<file path="config.mk">
export PLATFORM = sky130hd
export DESIGN_NAME = ext_irq_ctrl
export DESIGN_NICKNAME = d
export VERILOG_FILES = /design/src/rtl/ext_irq_pkg.sv /design/src/rtl/ext_irq_ctl.sv /design/src/rtl/ext_irq_dp.sv /design/src/rtl/ext_irq_ctrl.sv
export SDC_FILE = /design/constraint.sdc
export NUM_CORES = 1
export LEC_CHECK = 0
export BUFFER_PORTS_ARGS = -buffer_cell sky130_fd_sc_hd__buf_4
export CORE_MARGIN = 2
export CORE_UTILIZATION = 37
export DETAILED_ROUTE_END_ITERATION = 12
export PLACE_DENSITY = 0.76
export SLEW_MARGIN = 15
export SYNTH_ARGS = -nofsm -noshare
export SYNTH_HDL_FRONTEND = slang
export SYNTH_SLANG_ARGS = --single-unit
export TNS_END_PERCENT = 50
</file>
<file path="constraint.sdc">
create_clock -name clk -period 1.85 [get_ports clk]
set_clock_uncertainty 0.05 [all_clocks]
set_input_delay 0.37 -clock clk [delete_from_list [all_inputs] [get_ports clk]]
set_output_delay 0.37 -clock clk [all_outputs]
set_load 0.01 [all_outputs]
</file>
<file path="src/rtl/ext_irq_pkg.sv">
package ext_irq_pkg;
  localparam int REG_W    = 8;
  localparam int BIT_EN   = 7;
  localparam int BIT_PEND = 3;
  localparam int BIT_CLR  = 1;

  typedef struct packed {
    logic enWrite;
    logic enValue;
    logic clrPend;
  } ctrl_strobe_t;
endpackage

</file>
<file path="src/rtl/ext_irq_ctl.sv">
module ext_irq_ctl
  import ext_irq_pkg::*;
#(
  parameter int          ADDR_W   = 8,
  parameter logic [ADDR_W-1:0] REG_ADDR = 8'h0C
) (
  input  logic              busSel,
  input  logic              busWr,
  input  logic [ADDR_W-1:0] busAddr,
  input  logic [REG_W-1:0]  busWdata,
  input  logic              enFlag,
  input  logic              pendFlag,
  output ctrl_strobe_t      strb,
  output logic [REG_W-1:0]  busRdata
);
  logic hit;

  always_comb begin
    hit          = busSel && (busAddr == REG_ADDR);
    strb.enWrite = hit && busWr;
    strb.enValue = busWdata[BIT_EN];
    strb.clrPend = hit && busWr && busWdata[BIT_CLR];
    busRdata     = '0;
    if (hit && !busWr) begin
      busRdata[BIT_EN]   = enFlag;
      busRdata[BIT_PEND] = pendFlag;
    end
  end
endmodule

</file>
<file path="src/rtl/ext_irq_dp.sv">
module ext_irq_dp
  import ext_irq_pkg::*;
#(
  parameter int NPORT       = 4,
  parameter bit PORT_EN     = 1'b1,
  parameter bit LEVEL_TRIG  = 1'b0,
  parameter int SYNC_STAGES = 2
) (
  input  logic             clk,
  input  logic             rst_n,
  input  logic             irqPinN,
  input  logic [NPORT-1:0] portPins,
  input  logic             vecAck,
  input  ctrl_strobe_t     strb,
  output logic             pendFlag,
  output logic             enFlag,
  output logic             setPend,
  output logic             pinLevel
);
  localparam int LAST = SYNC_STAGES - 1;

  logic [SYNC_STAGES-1:0]            pinSync;
  logic [SYNC_STAGES-1:0][NPORT-1:0] portSync;
  logic pinS, portAct, combAct, actPrev, edgeHit;

  always_ff @(posedge clk) begin
    if (!rst_n) begin
      pinSync  <= '1;
      portSync <= '0;
    end else begin
      pinSync[0]  <= irqPinN;
      portSync[0] <= portPins;
      for (int s = 1; s < SYNC_STAGES; s++) begin
        pinSync[s]  <= pinSync[s-1];
        portSync[s] <= portSync[s-1];
      end
    end
  end

  assign pinS = pinSync[LAST];

  generate
    if (PORT_EN) begin : g_ports
      assign portAct = |portSync[LAST];
    end else begin : g_noports
      assign portAct = 1'b0;
    end
  endgenerate

  always_comb begin
    combAct = !pinS || portAct;
    edgeHit = combAct && !actPrev;
    setPend = edgeHit || (LEVEL_TRIG && combAct);
  end

  always_ff @(posedge clk) begin
    if (!rst_n) begin
      actPrev  <= 1'b0;
      pendFlag <= 1'b0;
      enFlag   <= 1'b1;
    end else begin
      actPrev <= combAct;
      if (setPend)
        pendFlag <= 1'b1;
      else if (vecAck || strb.clrPend)
        pendFlag <= 1'b0;
      if (strb.enWrite)
        enFlag <= strb.enValue;
    end
  end

  assign pinLevel = pinS;
endmodule

</file>
<file path="src/rtl/ext_irq_ctrl.sv">
module ext_irq_ctrl
  import ext_irq_pkg::*;
#(
  parameter int          NPORT       = 4,
  parameter bit          PORT_EN     = 1'b1,
  parameter bit          LEVEL_TRIG  = 1'b0,
  parameter int          SYNC_STAGES = 2,
  parameter int          ADDR_W      = 8,
  parameter logic [ADDR_W-1:0] REG_ADDR = 8'h0C
) (
  input  logic              clk,
  input  logic              rst_n,
  input  logic              irqPinN,
  input  logic [NPORT-1:0]  portPins,
  input  logic              busSel,
  input  logic              busWr,
  input  logic [ADDR_W-1:0] busAddr,
  input  logic [7:0]        busWdata,
  output logic [7:0]        busRdata,
  input  logic              cpuMask,
  input  logic              vecAck,
  output logic              irqReq,
  output logic              irqPinLevel
);
  ctrl_strobe_t strb;
  logic pendFlag, enFlag, setPend;

  ext_irq_ctl #(.ADDR_W(ADDR_W), .REG_ADDR(REG_ADDR)) u_ctl (
    .busSel(busSel), .busWr(busWr), .busAddr(busAddr), .busWdata(busWdata),
    .enFlag(enFlag), .pendFlag(pendFlag), .strb(strb), .busRdata(busRdata)
  );

  ext_irq_dp #(
    .NPORT(NPORT), .PORT_EN(PORT_EN), .LEVEL_TRIG(LEVEL_TRIG),
    .SYNC_STAGES(SYNC_STAGES)
  ) u_dp (
    .clk(clk), .rst_n(rst_n), .irqPinN(irqPinN), .portPins(portPins),
    .vecAck(vecAck), .strb(strb), .pendFlag(pendFlag), .enFlag(enFlag),
    .setPend(setPend), .pinLevel(irqPinLevel)
  );

  assign irqReq = pendFlag && enFlag && !cpuMask;
endmodule

</file>
### After elaboration in Yosys (flattened, before gate mapping)

Cells that the tools add are included.

* register bits after elaboration: 13
* input bits: 27
* word-level logic and storage cells: 26
* output and inout bits: 10

* equal/unequal tests: 1
* muxes and demuxes: 4
* reduce and logical (&&, ||, !) cells: 15

Operators with widths (count)
* 8-bit by 4-bit equality test with 1-bit output (second input constant): 1
* 1-bit logical AND: 7
* 1-bit logical NOT: 4
* 1-bit 2-to-1 mux: 4
* 4-bit OR reduction: 1
* 1-bit logical OR: 2
* 2-bit nonzero test: 1

### Logic depth before layout (Yosys ltp)

Gate-level depths: netlist (run 1).

* depth after elaboration: 7
* mapped depth: 3
* depth with buffers taken out: 3

### Modules after synthesis

From an unflattened synthesis (run 1), not the netlist that was laid out.

* cells, all modules: 54
* area, all modules: 536.8 sq um

By module, submodules not included
* ext_irq_dp: instances 1, area an instance 401.6 sq um, cells each 34, sequential area each 260.2 sq um
* ext_irq_ctl: instances 1, area an instance 126.4 sq um, cells each 19, sequential area each 0.0 sq um
* ext_irq_ctrl: instances 1, area an instance 8.8 sq um, cells each 1, sequential area each 0.0 sq um

### Worst setup path before layout (run 1)

Ideal clock, no wire load.

* path kind: input-to-output
* start point: input busAddr[4]
* end point: output busRdata[3]
* arrival time: 1.239 ns
* stages: 3
* data required time: 1.430 ns
* path slack: 0.191 ns
* buffers on the path: 0
* path through: or4b_4 nor2_1 and4_1

* word-level cells in the longest chain between the ends: 4

Ends and longest elaborated chain
* from (decl): line ext_irq_ctrl.sv:17 `input logic [ADDR_W-1:0] busAddr,`
* 8-bit by 4-bit equality test with 1-bit output: line ext_irq_ctl.sv:19 `hit = busSel && (busAddr == REG_ADDR);`
* 1-bit logical AND: line ext_irq_ctl.sv:19
* 1-bit logical AND: line ext_irq_ctl.sv:24 `if (hit && !busWr) begin`
* 1-bit 2-to-1 mux: line ext_irq_ctl.sv:24
* to (decl): line ext_irq_ctrl.sv:19 `output logic [7:0] busRdata,`

Every way passes these cells.

### Final worst setup path (run 1)

* start point: input busAddr[6]
* end point: output busRdata[7]

Same word-level chain as after synthesis.

==> flow_summary.json, run 1 <==
{
  "status": "finished, final reports clean",
  "synth.distinct_cells": 20,
  "synth_commonest_cells": "dfxtp_1 (13), and2_1 (8), buf_4 (6)",
  "drv_slew": 0,
  "grt_pass1_vias": 372,
  "htree_levels": 1,
  "cts_buffer_depth": 2,
  "cp_data_required_time_ns": 1.43,
  "critPathBufInv": 2,
  "wire_per_inst_um": 8.69,
  "critPathArrivalTime_ns": 1.41,
  "worstPathCellList": "buf_4, or4b_4, nor2_4, and4_1, buf_4",
  "crit_path_end_kind": "primary output",
  "gr-total-overflow": 0,
  "vias": 422,
  "antenna_found_initial": 0,
  "synth_ff_type": "dfxtp_1",
  "cts_hold_buf": 0,
  "die_area_um2": 1690,
  "power.density_nw_per_um2": 744,
  "cp-start-kind": "input port",
  "initial_core_util": 0.392,
  "synth_area_leader_cell": "dfxtp_1",
  "cp.depth": 5,
  "yosys_warnings": 0,
  "rsz0062_at_grt": "true",
  "port_buffers": 24,
  "layout.cells.non_filler": 94,
  "cts_sinks": 13,
  "hold_ws_ns": 0.227,
  "ir_drop_mv": 0.414,
  "cts_root_buffer": "clkbuf_4",
  "period_needed_ns": 1.83,
  "avgViaCountPerCell": 4.49,
  "min_from": "irqPinN",
  "coreArea_um2": 1300,
  "hp-class": "input port to flip-flop",
  "initialDrtViolationCount": 0,
  "min_period_over_period": 0.991,
  "fin_nets": 107,
  "post-route-drc-count": 0,
  "finalWirelength_um": 817,
  "dp_cells": 90,
  "critPathKind": "input port to primary output",
  "r2r-start": "u_dp.portSync[6]",
  "grt_start_max_net_pins": 14,
  "yosys-top-cells-area": "dfxtp_1 (51%), and2_1 (9.8%), buf_4 (8.8%)",
  "cpMostUsedCell": "buf_4",
  "reg2reg_depth": 3,
  "ios": 37,
  "ys_ff_latch": 13,
  "crit_fanout": 2,
  "async_flop_share": 0,
  "finalWeightedCongestion": 0.601,
  "p_leak_uw": 0.000347,
  "cts_tree": "done",
  "synth_edf_count": 0,
  "insertedDiodeCount": 0,
  "syn_area_per_cell_um2": 9.82,
  "cp_top_family": "simple AND/OR/NAND/NOR gates",
  "synth_top_area_share": 0.510,
  "setup_violations": 0,
  "drive_gt1_frac": 0.392,
  "crit_slowest_cell": "or4b_4",
  "syn_inst": 52,
  "drt_pass1_iterations": 1,
  "synthToLayoutAreaGrowth_pct": 41.4,
  "dp_hpwl_um": 698,
  "grt_pass1_wl_um": 1420,
  "max_stage_delay_ns": 0.55,
  "syn_area_um2": 510,
  "max_freq_ghz": 0.545,
  "yosysSeqAreaShare": 0.510,
  "yosysMostFrequentCell": "dfxtp_1",
  "reg2reg_to": "u_dp.pendFlag",
  "max_cap_violations": 0,
  "post-route-util": 0.555,
  "clkTransAtPathRegs_ns": 0.08,
  "die_x_um": 41.1,
  "placementRows": 13,
  "cts_setup_buffers": 0,
  "tns_ns": 0,
  "die_h_um": 41.1,
  "reg2reg_slack_ns": 0.63,
  "grtUsageTotal": 0.135,
  "hold_viol": 0,
  "holdPathEnd": "u_dp.pinSync[0]",
  "numCtsBuffers": 3,
  "clkLatencyLatePin_ns": 0.27,
  "detail-route-antenna-nets": 0,
  "worstHoldPathCells": 2
}
timing repair:
| item | CTS | global route |
|---|---|---|
| resized for setup | 2 | 0 |
| pin swaps | 1 | 2 |
| setup endpoints to repair | 2 | 2 |
| hold endpoints to repair | 0 | 0 |
state kept, by name, indices dropped and copies added (netlist names):
| register | flops |
|---|---|
| u_dp.enFlag | 1 |
| u_dp.portSync | 8 |
| u_dp.pendFlag | 1 |
| u_dp.pinSync | 2 |
| u_dp.actPrev | 1 |
power by group:
group / total (uW) / switching, uW / internal, uW
Sequential: 298 / 3.99 / 294
Clock: 171 / 90.8 / 80.1
Combinational: 67.9 / 25.4 / 42.5
Total: 537 / 120 / 417
worst max-delay path by stage:
stage | startpoint | slack, ns | end
after detailed placement | busAddr[4] | -0.05 | busRdata[7]
after global placement | busAddr[4] | -0.02 | busRdata[3]
after CTS | busAddr[4] | 0.0006 | busRdata[7]
after floorplan | busAddr[4] | 0.19 | busRdata[3]
after global routing | busAddr[6] | -0.02 | busRdata[7]
final | busAddr[6] | 0.02 | busRdata[7]
area by class of cell:
class | count | area (um2)
clock buffer | 3 | 22.5
multi-input combinational | 34 | 216
fill | 115 | 579
timing repair buffer | 25 | 188
tap | 15 | 18.8
inverter | 3 | 11.3
clock inverter | 1 | 5.00
sequential | 13 | 260
layout by cell type, fill, tap and decap left out, types with 2 or more instances in the layout:
master / synthesis / final
inv_1: 3 / 3
dfxtp_1: 13 / 13
clkbuf_4: 0 / 3
nand2_1: 2 / 2
buf_4: 6 / 25
nand2b_1: 3 / 3
conb_1: 1 / 6
and4_1: 2 / 2
nor2_1: 3 / 2
and2_1: 8 / 8
kinds of logic after synthesis:
family,synth area share
other cells,0.00735
flops,0.510
buf+inv,0.118
compound gates,0.0417
simple gates,0.324
metal layers:
| layer | wire length [um] | part of all wire | track usage |
|---|---|---|---|
| met1 | 292 | 0.36 | 0.139 |
| met2 | 436 | 0.53 | 0.223 |
| met3 | 65 | 0.080 | 0.0489 |
| met4 | 23 | 0.028 | 0.0968 |
| met5 | 0 | 0 | 0 |
through the flow:
| step | area [um2] | setup slack (ns) | total power, uW |
|---|---|---|---|
| after floorplan | 529 | 0.191 | 341 |
| after global placement | 687 | -0.0162 | 370 |
| after detailed placement | 687 | -0.0461 | 373 |
| after CTS | 722 | 0.000648 | 548 |
| after global routing | 722 | -0.0162 | 573 |
| final | 722 | 0.0164 | 537 |
Note: power is estimated with default switching activity, not from simulation.
==> run 2: changes to the inputs <==
Settings changed: RECOVER_POWER from default to 100.
Clock period 1.85 ns to 1.82 ns, I/O delays scaled along.
==> flow_summary.json, run 2 (same netlist as run 1, synthesis figures left out) <==
{
  "status": "finished, violations left",
  "violations": "setup timing",
  "detail-route-antenna-nets": 0,
  "gr-total-overflow": 0,
  "coreArea_um2": 1300,
  "cts_root_buffer": "clkbuf_4",
  "cts_tree": "done",
  "cp_data_required_time_ns": 1.41,
  "clkLatencyLatePin_ns": 0.27,
  "grt_pass1_wl_um": 1510,
  "wire_per_inst_um": 9.45,
  "cts_buffer_depth": 2,
  "fillCellCount": 124,
  "hp-class": "input port to flip-flop",
  "largest_register_ffs": 8,
  "p_leak_uw": 0.000330,
  "critPathArrivalTime_ns": 1.42,
  "setup_violations": 1,
  "worstPathCellList": "buf_4, or4b_4, nor2_4, and4_1, buf_4",
  "die_area_um2": 1690,
  "initialDrtViolationCount": 3,
  "initial_core_util": 0.392,
  "hold_viol": 0,
  "avgViaCountPerCell": 4.61,
  "die_x_um": 41.1,
  "max_cap_violations": 0,
  "cts_setup_buffers": 0,
  "numCtsBuffers": 3,
  "drv_slew": 0,
  "power.density_nw_per_um2": 764,
  "dp_hpwl_um": 710,
  "cts_sinks": 13,
  "period_needed_ns": 1.83,
  "crit_path_end_kind": "primary output",
  "antenna_found_initial": 0,
  "grt_start_max_net_pins": 14,
  "crit_fanout": 2,
  "layout_common_cells": "buf_4 (21), dfxtp_1 (13), conb_1 (6)",
  "finalWeightedCongestion": 0.635,
  "post-route-drc-count": 0,
  "post_dp_cell_area_um2": 687,
  "grt_pass1_vias": 387,
  "vias": 433,
  "dp_cells": 90,
  "multiInputGateArea_um2": 216,
  "insertedDiodeCount": 0,
  "cp.depth": 5,
  "ios": 37,
  "placementRows": 13,
  "htree_levels": 1,
  "reg2reg_depth": 3,
  "die_h_um": 41.1,
  "cp-start-kind": "input port",
  "r2r-start": "u_dp.portSync[6]",
  "finalWirelength_um": 888,
  "worstHoldPathCells": 2,
  "min_from": "portPins[0]",
  "max_freq_ghz": 0.546,
  "top_register": "u_dp.portSync",
  "rsz0062_at_grt": "true",
  "cts_hold_buf": 0,
  "critPathBufInv": 2,
  "synthToLayoutAreaGrowth_pct": 39.0,
  "drt_pass1_iterations": 2,
  "max_stage_delay_ns": 0.55,
  "layout_commonest_cell": "buf_4",
  "critPathKind": "input port to primary output",
  "reg_top3": "u_dp.portSync: 8 flops, u_dp.pinSync: 2 flops",
  "regArea_um2": 260,
  "fin_area_um2": 709,
  "cp_top_family": "simple AND/OR/NAND/NOR gates",
  "fin_nets": 107,
  "crit_slowest_cell": "or4b_4",
  "min_period_over_period": 1.01,
  "cpMostUsedCell": "buf_4",
  "layout.cells.non_filler": 94,
  "ir_drop_mv": 0.407,
  "port_buffers": 24,
  "clkTransAtPathRegs_ns": 0.07,
  "grtUsageTotal": 0.145,
  "crit_start": "busAddr[4]",
  "drive_gt1_frac": 0.342,
  "postLayoutSetupSlackWorst_ns": -0.0120
}
[run 2: worst reg2reg max path, delay by kind of cell, from the launching register on]
kind             cells  cell delay, ns
AND/OR/NAND/NOR      1            0.50
AO/OA/AOI/OAI        2            0.34
flip-flops           1            0.30
[run 2: report_power, final]
group          internal, uW  switching (uW)  total, uW  leakage, uW
Clock                  84.9            87.9        173    0.0000150
Sequential              299            4.11        303     0.000108
Combinational          39.8            26.5       66.3     0.000207
[run 2: metrics by stage]
step,util,setup TNS [ns],total power (uW),hold slack (ns),setup slack (ns)
floorplan,-,0,346,0.336,0.173
global placement,0.528,-0.0669,376,0.341,-0.0336
detailed placement,0.528,-0.0898,379,0.354,-0.0443
CTS,0.554,-0.00414,551,0.222,-0.00414
global route,0.545,-0.101,572,0.232,-0.0561
finish,0.545,-0.0120,542,0.243,-0.0120
[run 2: path summary, 6_finish.rpt]
path	to	slack, ns
max	busRdata[7]	-0.01
min	u_dp.portSync[0]	0.24
max reg2reg	u_dp.pendFlag	0.52
min reg2reg	u_dp.pendFlag	0.36
[run 2: what timing repair did]
item,CTS,global route
cloned,0,0
gates resized for setup,2,0
setup endpoints to repair,2,2
pin swaps,2,0
[run 2: cell type report]
type / count / share of cell area
Clock buffer: 4 / 0.0370
Inverter: 3 / 0.0159
Multi-Input combinational cell: 34 / 0.305
Sequential cell: 13 / 0.367
Tap cell: 15 / 0.0265
Timing Repair Buffer: 25 / 0.249
[run 2: routing by layer]
layer  up-vias  GRT usage  part of all wire
met5         -          0                 0
met4         0     0.0968             0.016
met3         2     0.0489             0.070
met2        18      0.250              0.58
met1       199      0.146              0.33
li1        214          -                 -
==> run 3: changes to the inputs <==
Settings changed: CORE_AREA from default to 2 2 39 41, CORE_MARGIN 2 to default, CORE_UTILIZATION 37 to default, DIE_AREA from default to 0 0 41 43, PLACE_DENSITY 0.76 to 0.78, SETUP_SLACK_MARGIN from default to 0.2.
Clock period 1.82 ns to 2.2 ns, I/O delays scaled along.
==> flow_summary.json, run 3 (same netlist as run 1, synthesis figures left out) <==
{
  "wire_per_inst_um": 9.00,
  "largest_register_ffs": 8,
  "antenna_found_initial": 0,
  "r2r-start": "u_dp.portSync[6]",
  "power.density_nw_per_um2": 632,
  "clkTransAtPathRegs_ns": 0.07,
  "die_x_um": 41,
  "reg2reg_to": "u_dp.pendFlag",
  "vias": 428,
  "top_register": "u_dp.portSync",
  "reg2reg_slack_ns": 0.92,
  "drv_slew": 0,
  "min_from": "irqPinN",
  "gr-total-overflow": 0,
  "reg2reg_depth": 3,
  "fin_total_pwr_uw": 447,
  "crit_start": "busAddr[7]",
  "placementRows": 14,
  "holdPathEnd": "u_dp.pinSync[0]",
  "die_h_um": 43,
  "critPathKind": "input port to primary output",
  "initialDrtViolationCount": 4,
  "die_area_um2": 1760,
  "crit_fanout": 2,
  "dp_hpwl_um": 716,
  "max_cap_violations": 0,
  "layout.cells.non_filler": 95,
  "reg_top3": "u_dp.portSync: 8 flops, u_dp.pinSync: 2 flops",
  "p_leak_uw": 0.000321,
  "setup_violations": 0,
  "grt_pass1_wl_um": 1500,
  "worstHoldPathCells": 2,
  "crit_path_end_kind": "primary output",
  "layout_commonest_cell": "buf_4",
  "period_needed_ns": 2.05,
  "status": "finished, final reports clean",
  "grt_start_max_net_pins": 14,
  "min_period_over_period": 0.931,
  "cts_buffer_depth": 2,
  "finalWirelength_um": 855,
  "drt_pass1_iterations": 2,
  "hp-class": "input port to flip-flop",
  "layout_common_cells": "buf_4 (18), dfxtp_1 (13), and2_0 (6), conb_1 (6), clkbuf_1 (6)",
  "ir_drop_mv": 0.376,
  "fin_nets": 107,
  "rsz0062_at_grt": "true",
  "numCtsBuffers": 3,
  "clkLatencyLatePin_ns": 0.27,
  "post-route-drc-count": 0,
  "dp_cells": 90,
  "ios": 37,
  "cts_tree": "done",
  "grtUsageTotal": 0.131,
  "tns_ns": 0,
  "finalWeightedCongestion": 0.647,
  "htree_levels": 1,
  "cp_data_required_time_ns": 1.71,
  "cts_root_buffer": "clkbuf_4",
  "max_freq_ghz": 0.488,
  "postLayoutSetupSlackWorst_ns": 0.152,
  "hold_viol": 0,
  "avgViaCountPerCell": 4.51,
  "cts_sinks": 13,
  "grt_pass1_vias": 417,
  "cp-start-kind": "input port",
  "detail-route-antenna-nets": 0,
  "post_dp_cell_area_um2": 681,
  "port_buffers": 24,
  "synthToLayoutAreaGrowth_pct": 38.5,
  "insertedDiodeCount": 0,
  "critPathArrivalTime_ns": 1.56,
  "drive_gt1_frac": 0.304,
  "fillCellCount": 136,
  "place_ws_ns": 0.157,
  "coreArea_um2": 1380,
  "fin_area_um2": 707,
  "initial_core_util": 0.369
}
run 3: cell type report:
type | count | area, um2 | share of cell area
well taps | 16 | 20.0 | 0.0283
repair buffers | 25 | 176 | 0.250
inverters | 3 | 11.3 | 0.0159
clock buffers | 4 | 26.3 | 0.0372
flip-flops and latches | 13 | 260 | 0.368
multi-input cells | 34 | 213 | 0.301
run 3: report_power, final:
| group | switching (uW) | internal, uW | total [uW] | leakage, uW |
|---|---|---|---|---|
| Clock | 72.1 | 70.3 | 142 | 0.0000150 |
| Sequential | 3.42 | 247 | 251 | 0.000108 |
| Combinational | 21.2 | 32.6 | 53.8 | 0.000199 |
run 3: per-stage QoR:
stage	utilization	hold WS [ns]
2_1_floorplan	-	0.336
3_3_place_gp	0.492	0.340
3_5_place_dp	0.492	0.346
4_1_cts	0.522	0.304
5_1_grt	0.511	0.300
6_report	0.511	0.310
run 3: how the worst max path moves through the flow:
stage | slack [ns] | cells after the start | endpoint
after floorplan | 0.40 | 3 | busRdata[3]
after global placement | 0.20 | 5 | busRdata[7]
after detailed placement | 0.16 | 5 | busRdata[3]
after CTS | 0.21 | 5 | busRdata[3]
after global routing | 0.09 | 5 | busRdata[7]
final | 0.15 | 5 | busRdata[7]
run 3: worst max-delay path: stages:
cell      delay, ns
buf_4          0.10
or4b_1         0.57
nor2_4         0.13
and4_1         0.16
clkbuf_1       0.15
run 3: layer usage:
layer	up-vias	share of wire	GRT usage
met2	20	0.59	0.234
met3	3	0.091	0.0366
li1	213	-	-
met5	-	0	0
met4	0	0.034	0.107
met1	192	0.29	0.103
run 3: timing repair:
| action | CTS | global route |
|---|---|---|
| pin swaps | 1 | 4 |
| setup buffers | 1 | 0 |
| setup endpoints to repair | 2 | 2 |
| hold buffers | 0 | 0 |
| resized for setup | 2 | 2 |
| hold endpoints to repair | 0 | 0 |
